$ cat config.mk
export PLATFORM = sky130hd
export DESIGN_NAME = lin_break_unit
export DESIGN_NICKNAME = d
export VERILOG_FILES = /design/src/rtl/lin_brk_pkg.sv /design/src/rtl/lin_brk_tx.sv /design/src/rtl/lin_brk_rx.sv /design/src/rtl/lin_break_unit.sv
export SDC_FILE = /design/constraint.sdc
export NUM_CORES = 1
export LEC_CHECK = 0
export ABC_AREA = 0
export BUFFER_PORTS_ARGS = -buffer_cell sky130_fd_sc_hd__buf_2
export CAP_MARGIN = 30
export CORE_MARGIN = 2
export CORE_UTILIZATION = 52
export DETAILED_ROUTE_END_ITERATION = 6
export PLACE_DENSITY = 0.73
export SLEW_MARGIN = 40
export SYNTH_ARGS = -nofsm -noshare
export SYNTH_HDL_FRONTEND = slang
export SYNTH_SLANG_ARGS = --single-unit
$ cat constraint.sdc
create_clock -name clk -period 2.2 [get_ports clk]
set_input_delay 0.22 -clock clk [delete_from_list [all_inputs] [get_ports clk]]
set_output_delay 0.22 -clock clk [all_outputs]
set_load 0.01 [all_outputs]
$ cat src/rtl/lin_brk_pkg.sv
package lin_brk_pkg;

   typedef enum logic [1:0] {
      TX_IDLE  = 2'd0,
      TX_LOW   = 2'd1,
      TX_DELIM = 2'd2
   } tx_state_e;

   // Width needed to hold values 0..n.
   function automatic int cnt_width(input int n);
      return (n < 2) ? 1 : $clog2(n + 1);
   endfunction

endpackage

$ cat src/rtl/lin_brk_tx.sv
module lin_brk_tx
   import lin_brk_pkg::*;
#(
   parameter int BRK_BITS   = 13,
   parameter int DELIM_BITS = 1
) (
   input  logic clk,
   input  logic rst_n,
   input  logic enable,
   input  logic tick,
   input  logic request,
   output logic hold,
   output logic level,
   output logic pending
);
   localparam int MAXC = (BRK_BITS > DELIM_BITS) ? BRK_BITS : DELIM_BITS;
   localparam int CW   = cnt_width(MAXC);
   localparam logic [CW-1:0] LOW_LAST   = CW'(BRK_BITS - 1);
   localparam logic [CW-1:0] DELIM_LAST = CW'(DELIM_BITS - 1);

   tx_state_e      state_q;
   logic [CW-1:0]  cnt_q;
   logic           pend_q;

   always_ff @(posedge clk or negedge rst_n) begin
      if (!rst_n) begin
         state_q <= TX_IDLE;
         cnt_q   <= '0;
         pend_q  <= 1'b0;
      end else if (!enable) begin
         state_q <= TX_IDLE;
         cnt_q   <= '0;
         pend_q  <= 1'b0;
      end else begin
         if (request && !pend_q)
            pend_q <= 1'b1;
         if (tick) begin
            unique case (state_q)
               TX_IDLE: begin
                  if (pend_q) begin
                     state_q <= TX_LOW;
                     cnt_q   <= '0;
                  end
               end
               TX_LOW: begin
                  if (cnt_q == LOW_LAST) begin
                     state_q <= TX_DELIM;
                     cnt_q   <= '0;
                  end else begin
                     cnt_q <= cnt_q + 1'b1;
                  end
               end
               TX_DELIM: begin
                  if (cnt_q == DELIM_LAST) begin
                     state_q <= TX_IDLE;
                     cnt_q   <= '0;
                     pend_q  <= 1'b0;
                  end else begin
                     cnt_q <= cnt_q + 1'b1;
                  end
               end
               default: state_q <= TX_IDLE;
            endcase
         end
      end
   end

   assign hold    = (state_q != TX_IDLE);
   assign level   = (state_q == TX_DELIM);
   assign pending = pend_q;

   AST_HOLD_NEEDS_PENDING: assert property (@(posedge clk) disable iff (!rst_n)
      hold |-> pending);
   AST_PENDING_CLEARS: assert property (@(posedge clk) disable iff (!rst_n)
      $fell(hold) |-> !pending);
   AST_DELIM_AFTER_LOW: assert property (@(posedge clk) disable iff (!rst_n)
      ($past(hold) && !$past(level) && level) |-> hold);
   AST_IDLE_WHEN_OFF: assert property (@(posedge clk) disable iff (!rst_n)
      !enable |=> (!hold && !pending));

endmodule

$ cat src/rtl/lin_brk_rx.sv
module lin_brk_rx
   import lin_brk_pkg::*;
#(
   parameter int SHORT_THR    = 10,
   parameter int LONG_THR     = 11,
   parameter int FE_MASK_FROM = 9
) (
   input  logic clk,
   input  logic rst_n,
   input  logic enable,
   input  logic tick,
   input  logic rx,
   input  logic sel_long,
   output logic detect,
   output logic fe_mask
);
   localparam int TOP = (LONG_THR > SHORT_THR) ? LONG_THR : SHORT_THR;
   localparam int CW  = cnt_width(TOP);
   localparam logic [CW-1:0] SAT    = {CW{1'b1}};
   localparam logic [CW-1:0] THR_S  = CW'(SHORT_THR);
   localparam logic [CW-1:0] THR_L  = CW'(LONG_THR);
   localparam logic [CW-1:0] MASK_F = CW'(FE_MASK_FROM);

   logic [CW-1:0] run_q;
   logic [CW-1:0] run_inc;
   logic [CW-1:0] thr;
   logic          armed_q;
   logic          det_q;

   assign thr     = sel_long ? THR_L : THR_S;
   assign run_inc = (run_q == SAT) ? run_q : run_q + 1'b1;

   always_ff @(posedge clk or negedge rst_n) begin
      if (!rst_n) begin
         run_q   <= '0;
         armed_q <= 1'b1;
         det_q   <= 1'b0;
      end else if (!enable) begin
         run_q   <= '0;
         armed_q <= 1'b1;
         det_q   <= 1'b0;
      end else begin
         det_q <= 1'b0;
         if (tick) begin
            if (rx) begin
               run_q   <= '0;
               armed_q <= 1'b1;
            end else begin
               run_q <= run_inc;
               if (armed_q && (run_inc == thr)) begin
                  det_q   <= 1'b1;
                  armed_q <= 1'b0;
               end
            end
         end
      end
   end

   assign detect  = det_q;
   assign fe_mask = enable && ((run_q >= MASK_F) || !armed_q);

   AST_DET_ONE_CYCLE: assert property (@(posedge clk) disable iff (!rst_n)
      detect |=> !detect);
   AST_DET_AFTER_LOW: assert property (@(posedge clk) disable iff (!rst_n)
      $rose(detect) |-> ($past(tick) && !$past(rx)));
   AST_NO_DET_OFF: assert property (@(posedge clk) disable iff (!rst_n)
      !enable |=> !detect);
   AST_DISARM_AFTER_DET: assert property (@(posedge clk) disable iff (!rst_n)
      detect |-> fe_mask);

endmodule

$ cat src/rtl/lin_break_unit.sv
module lin_break_unit
   import lin_brk_pkg::*;
#(
   parameter int BRK_BITS     = 13,
   parameter int DELIM_BITS   = 1,
   parameter int SHORT_THR    = 10,
   parameter int LONG_THR     = 11,
   parameter int FE_MASK_FROM = 9,
   parameter bit FE_SUPPRESS  = 1'b1
) (
   input  logic clk,
   input  logic rst_n,
   input  logic lin_en,
   input  logic baud_tick,
   input  logic send_brk,
   input  logic det_long,
   input  logic rx_line,
   input  logic frm_err_in,
   output logic tx_hold,
   output logic tx_level,
   output logic brk_pending,
   output logic brk_det,
   output logic frm_err_out
);
   if (BRK_BITS < 1 || DELIM_BITS < 1) begin : g_bad_tx
      $error("break and delimiter lengths must be at least one bit");
   end
   if (SHORT_THR < 2 || LONG_THR < SHORT_THR) begin : g_bad_rx
      $error("detection thresholds out of order");
   end
   if (FE_MASK_FROM < 1 || FE_MASK_FROM > SHORT_THR) begin : g_bad_mask
      $error("framing mask start must not exceed the short threshold");
   end

   logic fe_mask;

   lin_brk_tx #(
      .BRK_BITS   (BRK_BITS),
      .DELIM_BITS (DELIM_BITS)
   ) u_tx (
      .clk     (clk),
      .rst_n   (rst_n),
      .enable  (lin_en),
      .tick    (baud_tick),
      .request (send_brk),
      .hold    (tx_hold),
      .level   (tx_level),
      .pending (brk_pending)
   );

   lin_brk_rx #(
      .SHORT_THR    (SHORT_THR),
      .LONG_THR     (LONG_THR),
      .FE_MASK_FROM (FE_MASK_FROM)
   ) u_rx (
      .clk      (clk),
      .rst_n    (rst_n),
      .enable   (lin_en),
      .tick     (baud_tick),
      .rx       (rx_line),
      .sel_long (det_long),
      .detect   (brk_det),
      .fe_mask  (fe_mask)
   );

   if (FE_SUPPRESS) begin : g_fe_mask
      assign frm_err_out = frm_err_in && !fe_mask;
   end else begin : g_fe_pass
      assign frm_err_out = frm_err_in;
   end

   AST_FE_ONLY_FROM_INPUT: assert property (@(posedge clk) disable iff (!rst_n)
      frm_err_out |-> frm_err_in);
   AST_FE_PASS_OFF: assert property (@(posedge clk) disable iff (!rst_n)
      !lin_en |-> (frm_err_out == frm_err_in));

endmodule

==> flow_metrics.py, run 1 <==
metrics = {
    "status": {
        "status": "finished, final reports clean",
    },
    "detailed_routing": {
        "wirelength_um": 1810,
        "wl_per_cell_um": 13.3,
        "drt_pass1_iterations": 4,
        "drc": 0,
        "drtAntennaViolNets": 0,
        "drt_iter0_markers": 10,
        "via_per_inst": 5.61,
        "route.vias.total": 763,
    },
    "setup_path": {
        "crit_type": "register to output pin",
        "cp.arrival_ns": 1.58,
        "cp_slowest_cell": "dfrtp_1",
        "path_cells": "inv_1, ha_1, o31ai_1, a21oi_1, nor2b_1, buf_2",
        "critPathBufInv": 2,
        "endpoint_kind": "output pin",
        "max_stage_delay_ns": 0.46,
        "startpoint_type": "register",
        "crit_family": "flip-flops",
        "r2r_cells": 6,
        "required_ns": 1.98,
        "crit_fanout": 6,
        "crit_cells": 6,
    },
    "timing": {
        "tightestPinTransition_ns": 0.308,
        "hold_viol_final": 0,
        "tns_ns": 0,
        "timing.fmax_mhz": 557,
        "rsz0062_at_grt": "false",
        "setup_ws_ns": 0.405,
        "setup_viol": 0,
        "fin_crit_ns": 1.80,
        "maxSlewViolCount": 0,
        "relSlewSlack": 0.791,
        "skew_ns": 0.00737,
        "post-route-period-util": 0.816,
    },
    "global_route": {
        "track_usage": 0.208,
        "grt_pass1_wl_um": 3180,
        "grt_pass1_vias": 728,
        "antenna_found_initial": 0,
        "grt_max_degree": 15,
        "grt.overflow.total": 0,
    },
    "yosys": {
        "avgSynthCellArea_um2": 9.61,
        "yosysWarnings": 0,
        "syn_nets": 114,
        "synth-seq-cells": 13,
        "ys_seq_area_frac": 0.350,
        "netlist_instances": 97,
        "ys_types": 36,
        "synth_edf_count": 0,
        "syn_area_um2": 932,
        "synthArstFlopShare": 1.00,
        "synth_top_flop_cell": "dfrtp_1",
    },
    "placement": {
        "io_buffers": 12,
        "dp_hpwl_um": 1360,
        "place_area_um2": 990,
        "pre_cts_slack_ns": 0.452,
        "gp_congestion": 0.819,
    },
    "clock_tree": {
        "cts_made_buffers": 3,
        "tritoncts": "built",
        "clock_path_buffers": 2,
        "clock_latency_ns": 0.28,
        "post-cts-setup-buffers": 0,
        "clk_pin_slew_ns": 0.09,
        "clock-sinks": 13,
        "htree_levels": 1,
        "cts_root_buffer": "clkbuf_4",
    },
    "cells_and_area": {
        "fin_nets": 129,
        "final_area_um2": 1030,
        "area_growth_pct": 10.2,
        "layout-drive-gt1-share": 0.207,
        "num-fill-cells": 153,
        "diodes": 0,
    },
    "power_and_ir_drop": {
        "combPwrFrac": 0.169,
        "swShare": 0.285,
        "p_leak_nw": 0.475,
        "vdd_ir_drop_max_uv": 255,
        "p_switching_uw": 136,
        "power_frac_clock": 0.312,
        "powerDensity_nw_per_um2": 466,
        "p_int_uw": 342,
        "share_seq_of_total_power": 0.519,
    },
    "flow_run": {
        "maxCapViolations": 0,
    },
    "floorplan": {
        "fp-row-count": 15,
        "coreArea_um2": 1710,
        "die_width_um": 46.3,
        "start_util": 0.546,
        "pin_count": 13,
        "fp.dieH_um": 46.3,
        "dieArea_um2": 2150,
    },
    "hold_path": {
        "hold_class": "primary input to register",
        "hold_depth": 2,
    },
}
-- worst reg2reg max path: stages (launching register included) --
cell     delay [ns]
dfrtp_1        0.37
inv_1          0.08
ha_1           0.27
or3_4          0.42
a31oi_4        0.31
or3b_1         0.17
o21ai_1        0.05
-- state kept, by name (all words and copies together) (netlist names) --
signal        flops
u_tx.state_q      2
u_rx.detect       1
u_tx.pending      1
u_tx.cnt_q        4
u_rx.armed_q      1
u_rx.run_q        4
-- worst paths after layout --
check	start	endpoint	slack, ns
max in group asynchronous	rst_n	u_rx.armed_q	1.56
setup reg to reg	u_tx.state_q[0]	u_tx.cnt_q[2]	0.43
min in group asynchronous	rst_n	u_tx.pending	0.35
hold / removal	rx_line	u_rx.detect	0.18
hold reg to reg	u_rx.armed_q	u_rx.detect	0.51
setup / recovery	u_rx.run_q[1]	frm_err_out	0.40
-- placed cells by master (no fill, tap or decap), types with 2 or more instances in the layout --
| cell | netlist | layout |
|---|---|---|
| a32oi_1 | 2 | 2 |
| a211oi_1 | 2 | 2 |
| o21bai_1 | 2 | 2 |
| nand3_1 | 4 | 4 |
| nor2b_1 | 2 | 2 |
| nand2_1 | 8 | 8 |
| nor3_1 | 3 | 3 |
| a41oi_1 | 3 | 3 |
| o32ai_1 | 2 | 2 |
| o21ai_1 | 5 | 5 |
| buf_2 | 0 | 12 |
| clkbuf_4 | 0 | 3 |
| nand2b_1 | 3 | 3 |
| inv_1 | 9 | 9 |
| ha_1 | 9 | 9 |
| a21oi_1 | 3 | 3 |
| dfrtp_1 | 12 | 12 |
| nor2_1 | 5 | 5 |
| a31oi_1 | 2 | 2 |
-- stage by stage --
stage / total power [mW] / utilization / hold slack (ns) / cells
floorplan: 0.305 / - / -0.0756 / 97
global placement: 0.330 / 0.579 / 0.129 / 131
detailed placement: 0.333 / 0.579 / 0.129 / 131
CTS: 0.487 / 0.601 / 0.165 / 136
global route: 0.509 / 0.601 / 0.177 / 136
finish: 0.479 / 0.601 / 0.177 / 136
-- cells by family (layout without fill, tap and decap cells) --
family	Yosys count	after routing	share of synthesized area
muxes	1	1	0.0107
and+or+nand+nor	33	33	0.211
AOI/OAI and AO/OA	27	27	0.221
adders and majority gates	9	9	0.121
buffers and inverters	13	27	0.0765
DFF	13	13	0.350
xor gates and xnor gates	1	1	0.00940
-- power by group through the flow --
stage | clock network (mW) | logic, mW | registers, mW
after global routing | 0.168 | 0.0916 | 0.249
after CTS | 0.158 | 0.0814 | 0.248
after global placement | 0 | 0.0777 | 0.253
after floorplan | 0 | 0.0525 | 0.253
after detailed placement | 0 | 0.0798 | 0.253
final | 0.150 | 0.0808 | 0.248
-- metal layers --
layer / part of all wire / GRT usage / up-vias
met4: 0 / 0.0343 / 0
li1: - / - / 383
met5: 0 / 0 / -
met2: 0.49 / 0.344 / 19
met1: 0.47 / 0.271 / 361
met3: 0.040 / 0.0588 / 0
-- synth_stat cells, types with 2 or more instances --
cell type / n / area [µm²]
nand2b_1: 3 / 18.8
nand3_1: 4 / 20.0
nand2_1: 8 / 30.0
a21oi_1: 3 / 15.0
a32oi_1: 2 / 17.5
o21bai_1: 2 / 15.0
a31oi_1: 2 / 12.5
inv_1: 9 / 33.8
nor2b_1: 2 / 12.5
o32ai_1: 2 / 17.5
nor3_1: 3 / 15.0
a211oi_1: 2 / 15.0
a41oi_1: 3 / 26.3
nor2_1: 5 / 18.8
o21ai_1: 5 / 25.0
dfrtp_1: 12 / 300
ha_1: 9 / 113
buf_6: 3 / 33.8
-- cell type report --
cell class / count / area (µm²) / area share
flip-flops and latches: 13 / 327 / 0.318
repair buffers: 13 / 70.1 / 0.0682
well taps: 25 / 31.3 / 0.0305
multi-input cells: 71 / 534 / 0.520
inverters: 10 / 37.5 / 0.0365
clock inverters: 1 / 5.00 / 0.00487
clock buffers: 3 / 22.5 / 0.0219
-- what timing repair did --
item                                   4_1_cts  5_1_grt
gates resized for setup                      0        0
endpoints found under the hold margin       12        0
hold buffers                                 1        0
Power figures use the tool's default switching activity.
==> inputs of run 2 (changes only) <==
==> constraint.sdc (replaced) <==
create_clock -name clk -period 1.7 [get_ports clk]
set_input_delay 0.17 -clock clk [delete_from_list [all_inputs] [get_ports clk]]
set_output_delay 0.17 -clock clk [all_outputs]
set_load 0.01 [all_outputs]
==> run 2 against run 1 <==
Effect of this change:
- clock skew is 0.0026 ns lower
- cell area is 15% higher
- worst setup slack worse by 0.39 ns
- register-to-register slack worse by 0.42 ns
- sequential power is 29% higher
- sequential share of layout area is 4.2 points lower
- core utilization is 9.2 points higher
- die area stayed put
- critical endpoint is now u_rx.armed_q
- largest power group unchanged
- highest routed layer is now met4
==> flow_metrics.py, run 2 (synthesis results as in run 1) <==
metrics = {
    "status": {
        "status": "finished, final reports clean",
    },
    "global_route": {
        "grt.overflow.total": 0,
        "grt_pass1_wl_um": 3150,
        "track_usage": 0.214,
        "grt_max_degree": 15,
        "antenna_found_initial": 0,
        "grt_pass1_vias": 705,
    },
    "cells_and_area": {
        "diodes": 0,
        "top_regs": "u_rx.run_q x4, u_tx.cnt_q x4, u_tx.state_q x2",
        "final_area_um2": 1180,
        "finalCoreUtilization": 0.694,
        "fin_cells": 147,
        "fin_nets": 140,
        "area_growth_pct": 27.1,
        "layout-drive-gt1-share": 0.377,
        "final_cell_mix": "buf_2 (12), dfrtp_1 (12), buf_4 (9)",
    },
    "placement": {
        "gp_congestion": 0.833,
        "numPlacedInstances": 136,
        "dp_hpwl_um": 1480,
        "place_area_um2": 1030,
        "io_buffers": 12,
    },
    "detailed_routing": {
        "drc": 0,
        "drtAntennaViolNets": 0,
        "route.vias.total": 845,
        "wl_per_cell_um": 14.2,
        "via_per_inst": 5.75,
        "drt_iter0_markers": 12,
        "drt_pass1_iterations": 4,
        "wirelength_um": 2090,
    },
    "clock_tree": {
        "htree_levels": 1,
        "tritoncts": "built",
        "clock_path_buffers": 2,
        "clk_pin_slew_ns": 0.08,
        "clock_latency_ns": 0.27,
        "cts_root_buffer": "clkbuf_4",
        "cts_made_buffers": 3,
        "clock-sinks": 13,
    },
    "timing": {
        "tightestPinTransition_ns": 0.317,
        "relSlewSlack": 0.788,
        "post-route-period-util": 0.994,
        "fin_crit_ns": 1.69,
        "rsz0062_at_grt": "true",
        "timing.fmax_mhz": 592,
        "skew_ns": 0.00473,
        "setup_viol": 0,
        "hold_viol_final": 0,
        "maxSlewViolCount": 0,
        "whs_ns": 0.142,
    },
    "floorplan": {
        "dieArea_um2": 2150,
        "fp-row-count": 15,
        "fp.dieH_um": 46.3,
        "start_util": 0.546,
        "coreArea_um2": 1710,
        "pin_count": 13,
        "die_width_um": 46.3,
    },
    "setup_path": {
        "crit_type": "register to register",
        "startpoint_type": "register",
        "cp.arrival_ns": 1.89,
        "cp_slowest_cell": "dfrtp_1",
        "critPathBufInv": 1,
        "endpoint_kind": "register",
        "path_cells": "buf_4, ha_2, nand2b_1, o32ai_1, nand4_1, a221o_1",
        "crit_family": "compound AO/OA/AOI/OAI gates",
        "crit_fanout": 5,
        "max_stage_delay_ns": 0.40,
        "required_ns": 1.90,
    },
    "power_and_ir_drop": {
        "powerDensity_nw_per_um2": 544,
        "p_switching_uw": 181,
        "vdd_ir_drop_max_uv": 461,
        "power_frac_clock": 0.293,
        "swShare": 0.280,
        "share_seq_of_total_power": 0.496,
        "p_int_uw": 464,
        "p_leak_nw": 0.528,
        "combPwrFrac": 0.211,
    },
    "hold_path": {
        "hold_class": "primary input to register",
    },
    "flow_run": {
        "maxCapViolations": 0,
    },
}
-- run 2: worst paths after layout --
| check | cells after the start | startpoint | endpoint | slack, ns |
|---|---|---|---|---|
| min reg2reg | 2 | u_rx.armed_q | u_rx.detect | 0.51 |
| max reg2reg | 6 | u_rx.run_q[1] | u_rx.armed_q | 0.01 |
| max in group asynchronous | 2 | rst_n | u_rx.armed_q | 1.10 |
| min in group asynchronous | 2 | rst_n | u_tx.state_q[1] | 0.32 |
| min | 2 | rx_line | u_rx.detect | 0.14 |
| max | 6 | u_rx.run_q[1] | u_rx.armed_q | 0.01 |
-- run 2: what timing repair did --
item                       in CTS  in global routing
setup endpoints to repair       5                  8
pin swaps                       3                  8
hold buffers                    1                  0
gates resized for setup        11                 10
setup buffers                   3                  3
hold endpoints to repair       12                  0
-- run 2: per-layer routing --
| layer | vias up | track usage | share of wire |
|---|---|---|---|
| met4 | 0 | 0.103 | 0.013 |
| li1 | 411 | - | - |
| met5 | - | 0 | 0 |
| met2 | 15 | 0.331 | 0.51 |
| met3 | 6 | 0.0549 | 0.029 |
| met1 | 413 | 0.277 | 0.44 |
-- run 2: cell type report --
| cell class | instances | area [µm²] |
|---|---|---|
| repair buffers | 24 | 160 |
| clock buffers | 4 | 26.3 |
| well taps | 25 | 31.3 |
| flip-flops and latches | 13 | 327 |
| multi-input cells | 71 | 596 |
| fillers | 123 | 523 |
| inverters | 10 | 45.0 |
-- run 2: power groups by stage --
stage / Combinational (mW) / Sequential, mW / Clock [mW]
floorplan: 0.0679 / 0.327 / 0
detailed placement: 0.112 / 0.325 / 0
global route: 0.151 / 0.321 / 0.213
finish: 0.136 / 0.320 / 0.189
global placement: 0.109 / 0.325 / 0
CTS: 0.126 / 0.319 / 0.196
-- run 2: per-stage QoR --
step / setup slack, ns / TNS [ns] / total power, mW
after CTS: -0.0545 / -0.107 / 0.641
after global routing: -0.136 / -0.289 / 0.685
after global placement: 0.0427 / 0 / 0.434
after floorplan: 0.0520 / 0 / 0.395
after detailed placement: -0.00277 / -0.00450 / 0.437
final: 0.0102 / 0 / 0.644
